--- src/rtl/slot_issue_pkg.sv ---
package slot_issue_pkg;
  typedef enum logic {
    SEQ_RUN  = 1'b0,
    SEQ_SLOT = 1'b1
  } seq_state_e;
endpackage

--- src/rtl/lock_board.sv ---
module lock_board #(
  parameter int NREG = 32,
  parameter int RW   = $clog2(NREG)
) (
  input  logic            clk,
  input  logic            rst_n,
  input  logic            set_en,
  input  logic [RW-1:0]   set_reg,
  input  logic            clr_en,
  input  logic [RW-1:0]   clr_reg,
  output logic [NREG-1:0] lock_q,
  output logic [NREG-1:0] lock_view
);
  logic [NREG-1:0] lock_d;

  for (genvar i = 0; i < NREG; i++) begin : g_bit
    logic set_hit, clr_hit;
    assign set_hit = set_en && (set_reg == RW'(i));
    assign clr_hit = clr_en && (clr_reg == RW'(i));

    always_comb begin
      lock_d[i] = lock_q[i];
      if (set_hit)      lock_d[i] = 1'b1;
      else if (clr_hit) lock_d[i] = 1'b0;
    end

    always_ff @(posedge clk or negedge rst_n) begin
      if (!rst_n) lock_q[i] <= 1'b0;
      else        lock_q[i] <= lock_d[i];
    end

    assign lock_view[i] = lock_q[i] && !clr_hit;
  end
endmodule

--- src/rtl/hazard_unit.sv ---
module hazard_unit #(
  parameter int NREG = 32,
  parameter int RW   = $clog2(NREG)
) (
  input  logic [NREG-1:0] lock_view,
  input  logic            in_valid,
  input  logic            writes,
  input  logic [RW-1:0]   dest,
  input  logic [RW-1:0]   src_a,
  input  logic [RW-1:0]   src_b,
  output logic            issue,
  output logic            stall
);
  logic raw_hit, waw_hit, hazard;

  always_comb begin
    raw_hit = lock_view[src_a] || lock_view[src_b];
    waw_hit = writes && lock_view[dest];
    hazard  = raw_hit || waw_hit;
    issue   = in_valid && !hazard;
    stall   = in_valid && hazard;
  end
endmodule

--- src/rtl/pc_seq.sv ---
module pc_seq
  import slot_issue_pkg::*;
#(
  parameter int          AW       = 16,
  parameter logic [AW-1:0] RESET_PC = '0
) (
  input  logic          clk,
  input  logic          rst_n,
  input  logic          issue,
  input  logic          is_branch,
  input  logic [AW-1:0] br_target,
  output logic [AW-1:0] pc_q,
  output logic [AW-1:0] tgt_q,
  output logic          slot_active,
  output logic          slot_fault
);
  seq_state_e    state_q, state_d;
  logic [AW-1:0] pc_d, tgt_d;
  logic          pc_en, tgt_en;

  always_comb begin
    state_d    = state_q;
    pc_d       = pc_q + AW'(1);
    tgt_d      = br_target;
    pc_en      = issue;
    tgt_en     = 1'b0;
    slot_fault = 1'b0;
    if (issue) begin
      if (state_q == SEQ_SLOT) begin
        pc_d       = tgt_q;
        state_d    = SEQ_RUN;
        slot_fault = is_branch;
      end else if (is_branch) begin
        tgt_en  = 1'b1;
        state_d = SEQ_SLOT;
      end
    end
  end

  always_ff @(posedge clk or negedge rst_n) begin
    if (!rst_n) begin
      state_q <= SEQ_RUN;
      pc_q    <= RESET_PC;
      tgt_q   <= RESET_PC;
    end else begin
      state_q <= state_d;
      if (pc_en)  pc_q  <= pc_d;
      if (tgt_en) tgt_q <= tgt_d;
    end
  end

  assign slot_active = (state_q == SEQ_SLOT);
endmodule

--- src/rtl/slot_issue_ctrl.sv ---
module slot_issue_ctrl #(
  parameter int            AW       = 16,
  parameter int            NREG     = 32,
  parameter int            RW       = $clog2(NREG),
  parameter logic [AW-1:0] RESET_PC = '0
) (
  input  logic          clk,
  input  logic          rst_n,
  input  logic          in_valid,
  input  logic          is_branch,
  input  logic [AW-1:0] br_target,
  input  logic          is_load,
  input  logic          wr_en,
  input  logic [RW-1:0] dest,
  input  logic [RW-1:0] src_a,
  input  logic [RW-1:0] src_b,
  input  logic          ld_done,
  input  logic [RW-1:0] ld_done_reg,
  output logic [AW-1:0] fetch_pc,
  output logic          issue,
  output logic          stall,
  output logic          slot_fault
);
  logic [1:0]      rst_sync;
  logic            rst_core_n;
  logic [NREG-1:0] lock_q, lock_view;
  logic [AW-1:0]   tgt_q;
  logic            slot_active;
  logic            writes;

  always_ff @(posedge clk or negedge rst_n) begin
    if (!rst_n) rst_sync <= 2'b00;
    else        rst_sync <= {rst_sync[0], 1'b1};
  end
  assign rst_core_n = rst_sync[1];

  assign writes = wr_en || is_load;

  lock_board #(.NREG(NREG), .RW(RW)) u_lock (
    .clk      (clk),
    .rst_n    (rst_core_n),
    .set_en   (issue && is_load),
    .set_reg  (dest),
    .clr_en   (ld_done),
    .clr_reg  (ld_done_reg),
    .lock_q   (lock_q),
    .lock_view(lock_view)
  );

  hazard_unit #(.NREG(NREG), .RW(RW)) u_haz (
    .lock_view(lock_view),
    .in_valid (in_valid && rst_core_n),
    .writes   (writes),
    .dest     (dest),
    .src_a    (src_a),
    .src_b    (src_b),
    .issue    (issue),
    .stall    (stall)
  );

  pc_seq #(.AW(AW), .RESET_PC(RESET_PC)) u_pc (
    .clk        (clk),
    .rst_n      (rst_core_n),
    .issue      (issue),
    .is_branch  (is_branch),
    .br_target  (br_target),
    .pc_q       (fetch_pc),
    .tgt_q      (tgt_q),
    .slot_active(slot_active),
    .slot_fault (slot_fault)
  );
endmodule

--- config.mk ---
export PLATFORM = sky130hd
export DESIGN_NAME = slot_issue_ctrl
export DESIGN_NICKNAME = d
export VERILOG_FILES = /design/src/rtl/slot_issue_pkg.sv /design/src/rtl/lock_board.sv /design/src/rtl/hazard_unit.sv /design/src/rtl/pc_seq.sv /design/src/rtl/slot_issue_ctrl.sv
export SDC_FILE = /design/constraint.sdc
export NUM_CORES = 1
export LEC_CHECK = 0
export ABC_AREA = 1
export BUFFER_PORTS_ARGS = -buffer_cell sky130_fd_sc_hd__buf_2
export CAP_MARGIN = 20
export CORE_ASPECT_RATIO = 2
export CORE_MARGIN = 3
export CORE_UTILIZATION = 53
export DETAILED_ROUTE_END_ITERATION = 10
export HOLD_SLACK_MARGIN = 0.08
export PLACE_DENSITY_LB_ADDON = 0.2
export SLEW_MARGIN = 25
export SYNTH_ARGS = -nofsm -noshare
export SYNTH_HDL_FRONTEND = slang
export SYNTH_HIERARCHICAL = 1
export SYNTH_SLANG_ARGS = --single-unit
--- constraint.sdc ---
create_clock -name clk -period 3.1 [get_ports clk]
set_input_delay 0.62 -clock clk [delete_from_list [all_inputs] [get_ports clk]]
set_output_delay 0.62 -clock clk [all_outputs]
set_load 0.03 [all_outputs]
# After elaboration in Yosys (flattened, before gate mapping)
# Cells that the tools add are included.
# op_classes
eq_ne,62
n_reduce_logical,171
mux,76
addsub,1
n_lt_le_gt_ge,3
# op_table
op,n
equality test 5 bit (second input constant),32
logical AND 1 bit,101
equality test 5 x 4 -> 1 bit (second input constant),16
2-to-1 mux 1 bit,72
nonzero test 2 bit,32
equality test 5 x 3 -> 1 bit (second input constant),8
zero test 1 bit,33
equality test 5 x 2 -> 1 bit (second input constant),4
less-than comparator 5 x 6 -> 1 bit (second input constant),3
adder 16 x 1 -> 16 bit (second input constant),1
2-to-1 mux 16 bit,1
binary-select mux 1 bit (select 5 bit),3
equality test 5 x 1 -> 1 bit (second input constant),2
zero test 5 bit,2
logical OR 1 bit,3
# word_totals
regBits,67
out_inout_bits,19
elab_cells,349
input_bits,43

# Longest topological paths before layout
# Gate-level depths: netlist (run 1).
# logic_depth
depth_word,13
mapped_depth,24
depth_no_buf,22

# By module
# The synthesis (run 1) kept the hierarchy.
# modules_own_cells
mod,instances,cells_each,area_each_um2,seq_area_each_um2
pc_seq,1,229,1810.5,825.8
lock_board,1,247,1706.6,800.8
hazard_unit,1,249,1147.4,0.0
slot_issue_ctrl,1,10,80.1,50.0

# Worst setup path after synthesis (run 1)
# Ideal clock, no wire load.
# synth_path
path_type,reg-to-output
start,reg rst_sync[1]
end,out slot_fault
required_ns,2.480
slack_ns,-0.574
t_arrival_ns,3.054
n_path_buf,0
stages_incl_launch_ff,7
cell_sequence,dfrtp_1 > nand2_1 > inv_1 > inv_1 > nor2_2 > nand2_1 > nor2_1
# synth_between
elab_chain_len,3
# synth_lines
element,line_no,source
"start, declared",slot_issue_ctrl.sv:24,logic [1:0] rst_sync;
"start signal, assigned",slot_issue_ctrl.sv:33,"else rst_sync <= {rst_sync[0], 1'b1};"
logical AND 1 bit,slot_issue_ctrl.sv:52,".in_valid (in_valid && rst_core_n),"
logical AND 1 bit,hazard_unit.sv:20,issue = in_valid && !hazard;
net issue,slot_issue_ctrl.sv:20,"output logic issue,"
2-to-1 mux 1 bit,pc_seq.sv:28,if (issue) begin
"end, declared",slot_issue_ctrl.sv:22,output logic slot_fault
# The timed path passes the listed nets, and every way through them passes these cells.

# Final worst setup path (run 1)
# layout_path
start,in ld_done_reg[4]
end,out slot_fault
# layout_between
elab_chain_len,11
elab_cells_between_ends,140
classes_between,31 x eq/ne; 7 x mux; 102 x reduce/logical
# layout_lines
element,line_no,source
"start, declared",slot_issue_ctrl.sv:18,"input logic [RW-1:0] ld_done_reg,"
equality test 5 x 2 -> 1 bit (*),lock_board.sv:19,assign clr_hit = clr_en && (clr_reg == RW'(i));
logical AND 1 bit (*),lock_board.sv:19,
zero test 1 bit (*),lock_board.sv:32,assign lock_view[i] = lock_q[i] && !clr_hit;
logical AND 1 bit (*),lock_board.sv:32,
net lock_view[3],slot_issue_ctrl.sv:26,"logic [NREG-1:0] lock_q, lock_view;"
binary-select mux 1 bit (select 5 bit) (on tied branches),"hazard_unit.sv:17, hazard_unit.sv:18",
2-to-1 mux 1 bit (on tied branches),"hazard_unit.sv:17, hazard_unit.sv:18",
logical OR 1 bit or logical AND 1 bit (tied branches),"hazard_unit.sv:17, hazard_unit.sv:18",
logical OR 1 bit (*),hazard_unit.sv:19,hazard = raw_hit || waw_hit;
zero test 1 bit (*),hazard_unit.sv:20,
logical AND 1 bit (*),hazard_unit.sv:20,
2-to-1 mux 1 bit (*),pc_seq.sv:28,
# The timed path passes the listed nets; every way through them passes the cells marked *. The select of a mux whose other input is x is not followed.

==> flow_metrics.tcl, run 1 <==
set metrics [dict create \
    setup_total_negative_slack_ns -0.362 \
    postRouteAntennaNets 0 \
    run_status "finished, violations left" \
    fp.dieH_um 140 \
    endpoint_kind "output port" \
    worst_r2r_endpoint "u_lock/lock_q[18]$_DFFE_PN0P_" \
    clock_pin_transition_on_the_worst_setup_and_hold_timing_paths_ns 0.05 \
    dpl-instance-area_um2 5550 \
    floorplan.die.width_um 72.9 \
    clockRootBuffer "sky130_fd_sc_hd__clkbuf_16" \
    synth.avg_cell_area_um2 6.46 \
    drt_pre_antenna_iters 5 \
    drc_errors 0 \
    failing_checks "setup timing" \
    hpwlAfterDp_mm 11.9 \
    finish.cell_count_without_fillers 981 \
    achievable-frequency_ghz 0.305 \
    remaining_overflow_grt 0 \
    grt_max_degree 66 \
    synth_edf_count 0 \
    hold_start "rst_sync[0]$_DFF_PN0_" \
    antenna_found_initial 0 \
    placer_congestion_estimate 1.01 \
    first_global_vias 5338 \
    ys_async_sr_fraction_pct 100 \
    final_cell_area_um2 6450 \
    syn_inst 735 \
    synthTopCellsByCount "sky130_fd_sc_hd__nand2_1, sky130_fd_sc_hd__nand3_1, sky130_fd_sc_hd__inv_1, sky130_fd_sc_hd__dfrtp_1, sky130_fd_sc_hd__nor2_1" \
    number_of_nets_in_the_final_layout 920 \
    numPortBuffers 61 \
    core_um2 8650 \
    floorplan.die_area_um2 10200 \
    finalMaxSlewViolations 0 \
    ctsLongestPathBuffers 2 \
    clock-skew-final_ns 0.00645 \
    insertion_delay_ns 0.33 \
    syn_area_um2 4740 \
    rr_worst_depth 20 \
    cts_tree "built" \
    slowest_stage "sky130_fd_sc_hd__nor2_4" \
    grt_first_pass_wirelength_mm 25.0 \
    worstPathCellList "buf_6 > nor2_4 > clkbuf_16 > nand3_2 > nand2_1 > inv_2 > inv_1 > nand2_1 > nand3_2 > nand3_2 > nand2_1 > nand2_1 > nand3_2 > nand2_2 > nor2_4 > nand2_2 > nor2_4 > nand2_2 > nor2_4 > buf_6" \
    hold-path-endpoint "rst_sync[1]$_DFF_PN0_" \
    wirelength_routed_mm 16.8 \
    worstMarginPinSlew_ns 0.818 \
    critPathMaxFanout 6 \
    dpl.cell_count 937 \
    synth.most_common_cell "sky130_fd_sc_hd__nand2_1" \
    pre_cts_ws_ns -0.280 \
    post-route-period-util_pct 106 \
    synth.area.top_cells "sky130_fd_sc_hd__dfrtp_1, sky130_fd_sc_hd__nand2_1, sky130_fd_sc_hd__nand3_1" \
    critical_path.reg2reg.startpoint "u_lock/lock_q[26]$_DFFE_PN0P_" \
    numClockSinks 67 \
    layout_setup_ws_ns -0.183 \
    synth.top_cell.area_share_pct 35.3 \
    placementRows 48 \
    synth-main-ff-cell "sky130_fd_sc_hd__dfrtp_1" \
    cts-htree-levels 3 \
    synth_seq_area_share_pct 35.3 \
    grt_usage_pct 32.2 \
    timing_hold_violations_final 0 \
    vias 5419 \
    cp_data_required_time_ns 2.48 \
    drv_cap 0 \
    cp_data_arrival_time_ns 2.66 \
    hold_path_depth 0 \
    setup_viol 2 \
    ys_warn_count 6 \
    hold_path_class "register to register" \
    worst-path-buf-inv 5 \
    p_leak_nw 3.56 \
    antennaDiodeCount 0 \
    cp_slowest_stage_delay_ns 0.23 \
    routed_wire_per_std_cell_um 17.1 \
    numCtsBuffers 9 \
    timing.setup.critical_path_class "primary input to output port" \
    min_period_ns 3.28 \
    cellPowerDensity_nw_per_um2 566 \
    vdd_drop_max_mv 0.643 \
    post_synth_num_cell_types 34 \
    critical_path.top_delay_family "simple AND/OR/NAND/NOR gates" \
    startpoint_kind_of_the_worst_setup_timing_path "primary input" \
    vias_per_cell 5.52 \
    area_delta_synth_final_pct 36.0 \
    worst_slew_margin_rel_pct 45.5 \
    synth.ff_latch_count 67 \
    unrepaired_setup_endpoints_after_global_routing "true" \
    boundaryPins 62 \
    ff2ff_setup_slack_ns 0.57 \
    final_layout_size_suffix_gt1_share_pct 32.6 \
    post-synth-top-area-cell "sky130_fd_sc_hd__dfrtp_1" \
    initial_util_pct 54.9 \
    initialDrtViolationCount 397 \
    synthesis.nets 779 \
]
## area by class of cell
class | instances | area [um^2]
fillers | 675 | 2190
multi-input cells | 527 | 2680
well taps | 100 | 125
repair buffers | 151 | 1190
clock buffers | 12 | 256
inverters | 120 | 462
clock inverters | 4 | 72.6
flip-flops and latches | 67 | 1680
## worst register-to-register path: cells and delay by family (launching register included)
family / cells / cell delay (ns)
simple gates: 12 / 1.02
buf+inv: 7 / 0.77
flops: 1 / 0.32
compound gates: 1 / 0.31
## cell families after synthesis
| group | after synthesis | share of synthesized area [%] |
|---|---|---|
| multiplexers | 5 | 1.58 |
| adder cells (fa/ha/maj) | 1 | 0.264 |
| XOR/XNOR | 1 | 0.185 |
| AO/OA/AOI/OAI | 50 | 6.75 |
| other | 1 | 0.0790 |
| AND/OR/NAND/NOR | 469 | 42.4 |
| flip-flops | 67 | 35.3 |
| buffers and inverters | 141 | 13.4 |
## stage by stage
stage / hold WS, ns / power, W / util, %
finish: 0.357 / 0.00365 / 74.6
global route: 0.374 / 0.00383 / 74.6
CTS: 0.360 / 0.00359 / 70.0
detailed placement: 0.337 / 0.00243 / 64.2
global placement: 0.343 / 0.00238 / 64.2
floorplan: 0.324 / 0.00203 / -
## sequential cells by signal (all words and copies together) (netlist names)
| name | count |
|---|---|
| rst_sync | 2 |
| u_pc/pc_q | 16 |
| u_pc/tgt_q | 16 |
| u_lock/lock_q | 32 |
| u_pc/slot_active | 1 |
## timing repair
item	4_1_cts	5_1_grt
buffers inserted	7	18
endpoints found under the hold margin	2	0
pin swaps	8	43
hold buffers	1	0
resized for setup	27	74
setup endpoints to repair	3	44
gates cloned	0	2
## per-layer routing
layer  routed length [um]  vias up  GRT usage [%]  share of wire [%]
li1                     -     2561              -                  -
met1                 5370     2486           29.7                 32
met2                 8980      276           59.5                 54
met3                  913       96           4.56                5.4
met4                 1500        0           24.7                8.9
met5                    0        -              0                  0
## how the worst max path moves through the flow
stage                     cells after the start  slack [ns]    endpoint           start
after floorplan                              19        0.03  slot_fault         ld_done
after global placement                       20       -0.29  slot_fault  ld_done_reg[3]
after detailed placement                     20       -0.28  slot_fault  ld_done_reg[3]
after CTS                                    21       -0.09  slot_fault  ld_done_reg[3]
after global routing                         20       -0.32  slot_fault  ld_done_reg[4]
final                                        20       -0.18  slot_fault  ld_done_reg[4]
## cell usage in the layout (no fill, tap or decap), types with 2 or more instances in the layout
cell	synthesis	routed
sky130_fd_sc_hd__nand2_1	280	258
sky130_fd_sc_hd__buf_4	4	76
sky130_fd_sc_hd__buf_12	0	8
sky130_fd_sc_hd__o211ai_1	2	2
sky130_fd_sc_hd__a21oi_1	11	10
sky130_fd_sc_hd__nand2_2	6	27
sky130_fd_sc_hd__inv_2	11	28
sky130_fd_sc_hd__a21oi_2	14	15
sky130_fd_sc_hd__inv_4	1	2
sky130_fd_sc_hd__clkinv_2	0	2
sky130_fd_sc_hd__dfrtp_1	67	66
sky130_fd_sc_hd__bufinv_16	0	2
sky130_fd_sc_hd__inv_1	107	88
sky130_fd_sc_hd__nand3_4	0	2
sky130_fd_sc_hd__nor3_1	3	3
sky130_fd_sc_hd__nand2_4	1	2
sky130_fd_sc_hd__clkbuf_16	0	11
sky130_fd_sc_hd__clkbuf_8	0	2
sky130_fd_sc_hd__mux2_4	5	5
sky130_fd_sc_hd__buf_6	9	10
sky130_fd_sc_hd__nor2_4	5	10
sky130_fd_sc_hd__nor2_1	43	42
sky130_fd_sc_hd__buf_2	5	52
sky130_fd_sc_hd__nand3_1	124	98
sky130_fd_sc_hd__o21ai_2	0	2
sky130_fd_sc_hd__nand3_2	0	24
sky130_fd_sc_hd__o21ai_0	16	14
sky130_fd_sc_hd__o21ai_1	2	2
## report_power, final
part           switching, W  total (W)  leakage (nW)  internal [W]
logic              0.000824    0.00128          2.55      0.000458
registers          0.000174    0.00126         0.852       0.00109
clock network      0.000363    0.00111         0.159      0.000746
total               0.00136    0.00365          3.56       0.00229
Note: power is estimated with default switching activity, not from simulation.
==> run 2, diff against run 1 <==
==> constraint.sdc (replaced) <==
create_clock -name clk -period 3.1 [get_ports clk]
set_input_delay 0 -clock clk [delete_from_list [all_inputs] [get_ports clk]]
set_output_delay 0 -clock clk [all_outputs]
set_load 0.03 [all_outputs]
==> run 2 against run 1 <==
Routed wire length is 15% lower. Highest routed layer unchanged. Design area decreased by 15%. First-iteration DRC count is 6.3% higher. Sequential share of layout area grew 4.7 points. Non-clock buffer count decreased by 69. Worst setup slack gained 0.66 ns. Largest power group is now sequential cells. Fmax up 25%. Power shrank 9.8%. The flow now finishes without violations. Worst hold slack got worse by 0.25 ns. Critical endpoint unchanged. Critical path depth decreased by 5.
==> flow_metrics.tcl, run 2 (synthesized netlist as in run 1, its figures left out) <==
set metrics [dict create \
    cts_tree "built" \
    drt_pre_antenna_iters 5 \
    numPortBuffers 61 \
    area_delta_synth_final_pct 15.4 \
    hpwlAfterDp_mm 10.9 \
    boundaryPins 62 \
    endpoint_kind "output port" \
    core_um2 8650 \
    cp_data_required_time_ns 3.10 \
    vdd_drop_max_mv 0.525 \
    number_of_nets_in_the_final_layout 851 \
    placer_congestion_estimate 0.989 \
    vias 4992 \
    finalMaxSlewViolations 0 \
    ff2ff_setup_slack_ns 0.49 \
    critical_path.startpoint "u_lock/lock_q[31]$_DFFE_PN0P_" \
    slowest_stage "sky130_fd_sc_hd__dfrtp_1" \
    numClockSinks 67 \
    share_seq_of_total_power_pct 38.9 \
    layout.cells.most_common "sky130_fd_sc_hd__nand2_1" \
    setup_total_negative_slack_ns 0 \
    initialDrtViolationCount 422 \
    layout.core_utilization_pct 63.3 \
    cts.repair_timing.setup_buffer_count 0 \
    power.combinational.fraction_pct 33.0 \
    antennaDiodeCount 0 \
    largest_register_ffs 32 \
    first_global_vias 4993 \
    crit_cells 15 \
    clockRootBuffer "sky130_fd_sc_hd__clkbuf_16" \
    fp.dieH_um 140 \
    antenna_found_initial 0 \
    most-common-layout-cells "sky130_fd_sc_hd__nand2_1, sky130_fd_sc_hd__nand3_1, sky130_fd_sc_hd__inv_1" \
    routed_wire_per_std_cell_um 15.6 \
    rr_worst_depth 15 \
    worst_slew_margin_rel_pct 46.4 \
    worst_r2r_endpoint "u_pc/tgt_q[6]$_DFFE_PN0P_" \
    cellPowerDensity_nw_per_um2 601 \
    setup_viol 0 \
    run_status "finished, final reports clean" \
    dpl-instance-area_um2 5020 \
    startpoint_kind_of_the_worst_setup_timing_path "register" \
    critPathMostFrequentCell "sky130_fd_sc_hd__nand2_1" \
    hold_path_class "primary input to register" \
    post_cts_resized 0 \
    cts-htree-levels 3 \
    drv_cap 0 \
    final_layout_size_suffix_gt1_share_pct 15.8 \
    postRouteAntennaNets 0 \
    internal_power_w 0.00203 \
    grt_usage_pct 29.6 \
    floorplan.die.width_um 72.9 \
    largest_reg_by_ff_count "u_lock/lock_q" \
    floorplan.die_area_um2 10200 \
    wirelength_routed_mm 14.2 \
    remaining_overflow_grt 0 \
    critical_path.top_delay_family "simple AND/OR/NAND/NOR gates" \
    placementRows 48 \
    power.clock.fraction_pct 28.1 \
    power.switching_w 0.00126 \
    timing_hold_violations_final 0 \
    clock_pin_transition_on_the_worst_setup_and_hold_timing_paths_ns 0.05 \
    biggestRegsByFlops "u_lock/lock_q x32, u_pc/pc_q x16, u_pc/tgt_q x16" \
    timing.setup.critical_path_class "register to output port" \
    drc_errors 0 \
    crit_path_end "slot_fault" \
    cp_slowest_stage_delay_ns 0.35 \
    initial_util_pct 54.9 \
    cp_data_arrival_time_ns 2.62 \
    worstPathCellList "nand2_1 > inv_1 > nand2_1 > nand3_1 > nand3_1 > nand3_1 > nand3_1 > nand2_1 > nor2_2 > nand2_1 > nor2_2 > buf_4 > nand2_1 > nor2_1 > buf_2" \
    p_leak_nw 3.15 \
    critical_path.reg2reg.startpoint "u_lock/lock_q[31]$_DFFE_PN0P_" \
    achievable-frequency_ghz 0.382 \
    cts_hold_buf 18 \
    unrepaired_setup_endpoints_after_global_routing "false" \
    worst-path-buf-inv 3 \
    vias_per_cell 5.47 \
    min_period_ns 2.62 \
    power_switching_share_pct 38.3 \
    grt_max_degree 66 \
    ctsLongestPathBuffers 2 \
    clock-skew-final_ns 0.00752 \
    critPathMaxFanout 16 \
    worstMarginPinSlew_ns 0.804 \
    grt_first_pass_wirelength_mm 23.1 \
    insertion_delay_ns 0.33 \
    numCtsBuffers 9 \
    final_cell_area_um2 5470 \
    fin_total_pwr_w 0.00329 \
    post-route-period-util_pct 84.5 \
]
## run 2: routing by layer
layer	share of wire, %	GRT usage [%]	vias to the layer above
li1	-	-	2427
met3	5.1	4.77	64
met2	55	53.4	213
met5	0	0	-
met1	33	28.6	2288
met4	6.6	22.1	0
## run 2: power by group through the flow
| stage | Combinational [W] | Clock, W | Sequential, W |
|---|---|---|---|
| final | 0.00109 | 0.000925 | 0.00128 |
| after global routing | 0.00120 | 0.000988 | 0.00131 |
| after CTS | 0.00108 | 0.000949 | 0.00128 |
| after detailed placement | 0.00105 | 0 | 0.00129 |
| after global placement | 0.00103 | 0 | 0.00128 |
| after floorplan | 0.000592 | 0 | 0.00143 |
## run 2: stage by stage
| stage | cells | setup WS [ns] | hold WS, ns |
|---|---|---|---|
| finish | 912 | 0.481 | 0.108 |
| detailed placement | 878 | 0.340 | -0.211 |
| global placement | 878 | 0.369 | -0.215 |
| CTS | 912 | 0.530 | 0.0893 |
| floorplan | 735 | 0.458 | -0.296 |
| global route | 912 | 0.191 | 0.132 |
## run 2: cell type report
type	count	area, um^2
Multi-Input combinational cell	527	2430
Fill cell	841	3170
Inverter	120	458
Tap cell	100	125
Timing Repair Buffer	82	508
Clock inverter	2	10.0
Clock buffer	14	264
Sequential cell	67	1680
## run 2: worst min-delay path by stage
stage                              endpoint            from  cells after the start
3_5_place_dp          rst_sync[0]$_DFF_PN0_           rst_n                      1
6_report       u_lock/lock_q[0]$_DFFE_PN0P_  ld_done_reg[4]                      5
3_3_place_gp          rst_sync[0]$_DFF_PN0_           rst_n                      1
4_1_cts        u_lock/lock_q[0]$_DFFE_PN0P_  ld_done_reg[4]                      5
2_1_floorplan         rst_sync[0]$_DFF_PN0_           rst_n                      0
5_1_grt        u_lock/lock_q[0]$_DFFE_PN0P_  ld_done_reg[4]                      5
## run 2: tightest hold or removal path, cell delays in order
cell and delay, ns:
sky130_fd_sc_hd__buf_2 0.11, sky130_fd_sc_hd__nor2_4 0.09, sky130_fd_sc_hd__nand3_1 0.08, sky130_fd_sc_hd__nand2_1 0.06
sky130_fd_sc_hd__nand2_1 0.06
==> run 3, diff against run 2 <==
Settings changed: ABC_AREA 1 to 0, CORE_UTILIZATION 53 to 52.
Clock period 3.1 ns to 2.3 ns, I/O delays scaled along.
==> run 3 against run 2 <==
The run now ends with setup timing left. Non-clock buffer count increased by 74. Critical path type is now primary input to register. Synthesized cell count decreased by 44%. Cell count decreased by 28%. Largest power group unchanged. Sequential cell count unchanged. Critical endpoint is now u_lock/lock_q[1]$_DFFE_PN0P_.
==> flow_metrics.tcl, run 3 <==
set metrics [dict create \
    timing_hold_violations_final 0 \
    synthMuxAreaShare_pct 17.9 \
    cp_data_required_time_ns 2.55 \
    layout.cells.most_common "sky130_fd_sc_hd__dfrtp_1" \
    grt_first_pass_wirelength_mm 21.8 \
    achievable-frequency_ghz 0.378 \
    drt_pre_antenna_iters 5 \
    yosys.area_share.xor_xnor_pct 0 \
    numPortBuffers 61 \
    ys_warn_count 6 \
    wirelength_routed_mm 14.6 \
    synth.avg_cell_area_um2 10.4 \
    post-synth-top-area-cell "sky130_fd_sc_hd__dfrtp_1" \
    floorplan.die_area_um2 9400 \
    worst_slew_margin_rel_pct 43.8 \
    synthTopCellsByCount "sky130_fd_sc_hd__dfrtp_1, sky130_fd_sc_hd__mux2i_1, sky130_fd_sc_hd__o21bai_1, sky130_fd_sc_hd__o21a_1, sky130_fd_sc_hd__nand3_1" \
    worstPathCellList "buf_8 > or4b_4 > o31a_1 > mux4_2 > mux2i_4 > a22oi_2 > o211ai_2 > and4_4 > and2_4 > nor2b_4 > nand3b_1 > o21bai_1" \
    setup_total_negative_slack_ns -15.78 \
    vdd_drop_max_mv 0.478 \
    unrepaired_setup_endpoints_after_global_routing "true" \
    antenna_found_initial 0 \
    drv_cap 0 \
    critPathMaxFanout 4 \
    syn_area_um2 4270 \
    grt_usage_pct 29.8 \
    synth.top_cell.area_share_pct 39.3 \
    placer_congestion_estimate 0.934 \
    numClockSinks 67 \
    p_leak_nw 2.75 \
    post_synth_num_cell_types 57 \
    critical_path.top_delay_family "simple AND/OR/NAND/NOR gates" \
    synth.most_common_cell "sky130_fd_sc_hd__dfrtp_1" \
    multiInputGateArea_um2 2750 \
    number_of_nets_in_the_final_layout 603 \
    clock_pin_transition_on_the_worst_setup_and_hold_timing_paths_ns 0.06 \
    final_layout_size_suffix_gt1_share_pct 39.5 \
    largest_reg_by_ff_count "u_lock/lock_q" \
    antennaDiodeCount 0 \
    synth.ff_latch_count 67 \
    vias 4199 \
    synth_seq_area_share_pct 39.3 \
    cp_data_arrival_time_ns 2.90 \
    synth-simple-area-share_pct 17.8 \
    worst-path-buf-inv 1 \
    combinational_family_with_the_most_area_after_synthesis "compound AO/OA/AOI/OAI gates" \
    synth_edf_count 0 \
    initialDrtViolationCount 353 \
    largest_register_ffs 32 \
    cellPowerDensity_nw_per_um2 804 \
    startpoint_kind_of_the_worst_setup_timing_path "primary input" \
    drc_errors 0 \
    ys_async_sr_fraction_pct 100 \
    fill_cells 535 \
    vias_per_cell 6.36 \
    ctsLongestPathBuffers 2 \
    pre_cts_ws_ns -0.709 \
    fin_total_pwr_w 0.00493 \
    failing_checks "setup timing" \
    endpoint_kind "register" \
    syn_inst 411 \
    clockRootBuffer "sky130_fd_sc_hd__clkbuf_16" \
    layout_setup_ws_ns -0.348 \
    grt_max_degree 66 \
    synth_area_in_compound_gates_pct 21.1 \
    finalMaxSlewViolations 0 \
    initial_util_pct 53.8 \
    timing.setup.critical_path_class "primary input to register" \
    cts-htree-levels 3 \
    boundaryPins 62 \
    cp_slowest_stage_delay_ns 0.57 \
    insertion_delay_ns 0.33 \
    worstMarginPinSlew_ns 0.843 \
    most-common-layout-cells "sky130_fd_sc_hd__dfrtp_1, sky130_fd_sc_hd__buf_4, sky130_fd_sc_hd__buf_2" \
    routed_wire_per_std_cell_um 22.1 \
    area_delta_synth_final_pct 43.7 \
    final_cell_area_um2 6140 \
    placementRows 46 \
    setup_viol 67 \
    clock-skew-final_ns 0.00815 \
    post-route-period-util_pct 115 \
    slowest_stage "sky130_fd_sc_hd__or4b_4" \
    run_status "finished, violations left" \
    numCtsBuffers 9 \
    min_period_ns 2.65 \
    synth.area.top_cells "sky130_fd_sc_hd__dfrtp_1, sky130_fd_sc_hd__mux2i_1, sky130_fd_sc_hd__o21bai_1" \
    synth-main-ff-cell "sky130_fd_sc_hd__dfrtp_1" \
    first_global_vias 4424 \
    area_taken_by_flip_flops_and_latches_um2 1680 \
    adder_cell_share_of_the_synthesized_area_pct 0.293 \
    fp.dieH_um 134 \
    dpl-instance-area_um2 5080 \
    hpwlAfterDp_mm 9.43 \
    synthesis.nets 455 \
    core_um2 7940 \
    postRouteAntennaNets 0 \
    hold_path_class "primary input to register" \
    floorplan.die.width_um 70.1 \
    biggestRegsByFlops "u_lock/lock_q x32, u_pc/pc_q x16, u_pc/tgt_q x16" \
    remaining_overflow_grt 0 \
    cts_tree "built" \
]
## run 3: cell types whose count changed after synthesis, sizes merged, moves of 8 or more
cell	before	now
nor2	54	17
mux2i	0	38
inv	120	6
o31a	0	8
nand2b	0	16
o21a	1	27
nand3	124	27
nand2	287	23
a22oi	0	9
mux4	0	8
mux2	5	16
o21ai	18	8
o21bai	1	32
## run 3: timing repair
| item | 4_1_cts | 5_1_grt |
|---|---|---|
| resized for setup | 53 | 44 |
| buffers inserted | 9 | 8 |
| pin swaps | 15 | 28 |
| hold buffers | 19 | 0 |
| gates cloned | 3 | 1 |
| hold endpoints to repair | 22 | 0 |
| endpoints found under the setup margin | 67 | 67 |
## run 3: power by group
group	leakage, nW	switching [W]	internal [W]
Clock	0.145	0.000533	0.000868
Combinational	1.75	0.000931	0.000815
Sequential	0.851	0.000332	0.00146
## run 3: metal layers
metal | up-vias | routed length, um | global-route usage (%)
met5 | - | 0 | 0
met4 | 0 | 1210 | 21.3
met3 | 90 | 662 | 4.95
met2 | 196 | 7900 | 55.2
met1 | 2054 | 4810 | 28.9
li1 | 1859 | - | -
## run 3: area by class of cell
type                            count  area share (%)
Sequential cell                    67            27.3
Multi-Input combinational cell    319            44.8
Tap cell                           96            1.96
Inverter                            6           0.367
Timing Repair Buffer              156            20.6
Clock inverter                      6            1.04
Clock buffer                       10            3.89
## run 3: cells by family (layout without fill, tap and decap cells)
group           Yosys count  in the layout
simple gates            129            131
buf+inv                  27            178
compound gates          124            124
flops                    67             67
other cells               1              1
fa+ha+maj                 1              1
mux                      62             62
## run 3: final timing paths
path	startpoint	end	slack, ns	cells past startpoint
worst min register to register	rst_sync[0]$_DFF_PN0_	rst_sync[1]$_DFF_PN0_	0.35	0
worst min-delay path	dest[3]	u_lock/lock_q[15]$_DFFE_PN0P_	0.13	3
worst max-delay path	ld_done_reg[4]	u_lock/lock_q[1]$_DFFE_PN0P_	-0.35	12
min in group asynchronous	rst_sync[1]$_DFF_PN0_	u_pc/pc_q[0]$_DFFE_PN0P_	0.52	1
worst max register to register	u_lock/lock_q[27]$_DFFE_PN0P_	u_lock/lock_q[1]$_DFFE_PN0P_	-0.34	10
max in group asynchronous	rst_sync[1]$_DFF_PN0_	u_lock/lock_q[24]$_DFFE_PN0P_	1.22	1
## run 3: metrics by stage
step | hold WS [ns] | instances | utilization (%)
4_1_cts | 0.0892 | 655 | 74.3
3_5_place_dp | -0.204 | 608 | 63.9
5_1_grt | 0.155 | 660 | 77.3
2_1_floorplan | -0.296 | 411 | -
3_3_place_gp | -0.205 | 608 | 63.9
6_report | 0.129 | 660 | 77.3
## run 3: worst min-delay path, stage by stage
cell	delay [ns]
sky130_fd_sc_hd__buf_2	0.18
sky130_fd_sc_hd__nand2_1	0.15
sky130_fd_sc_hd__o21bai_1	0.09
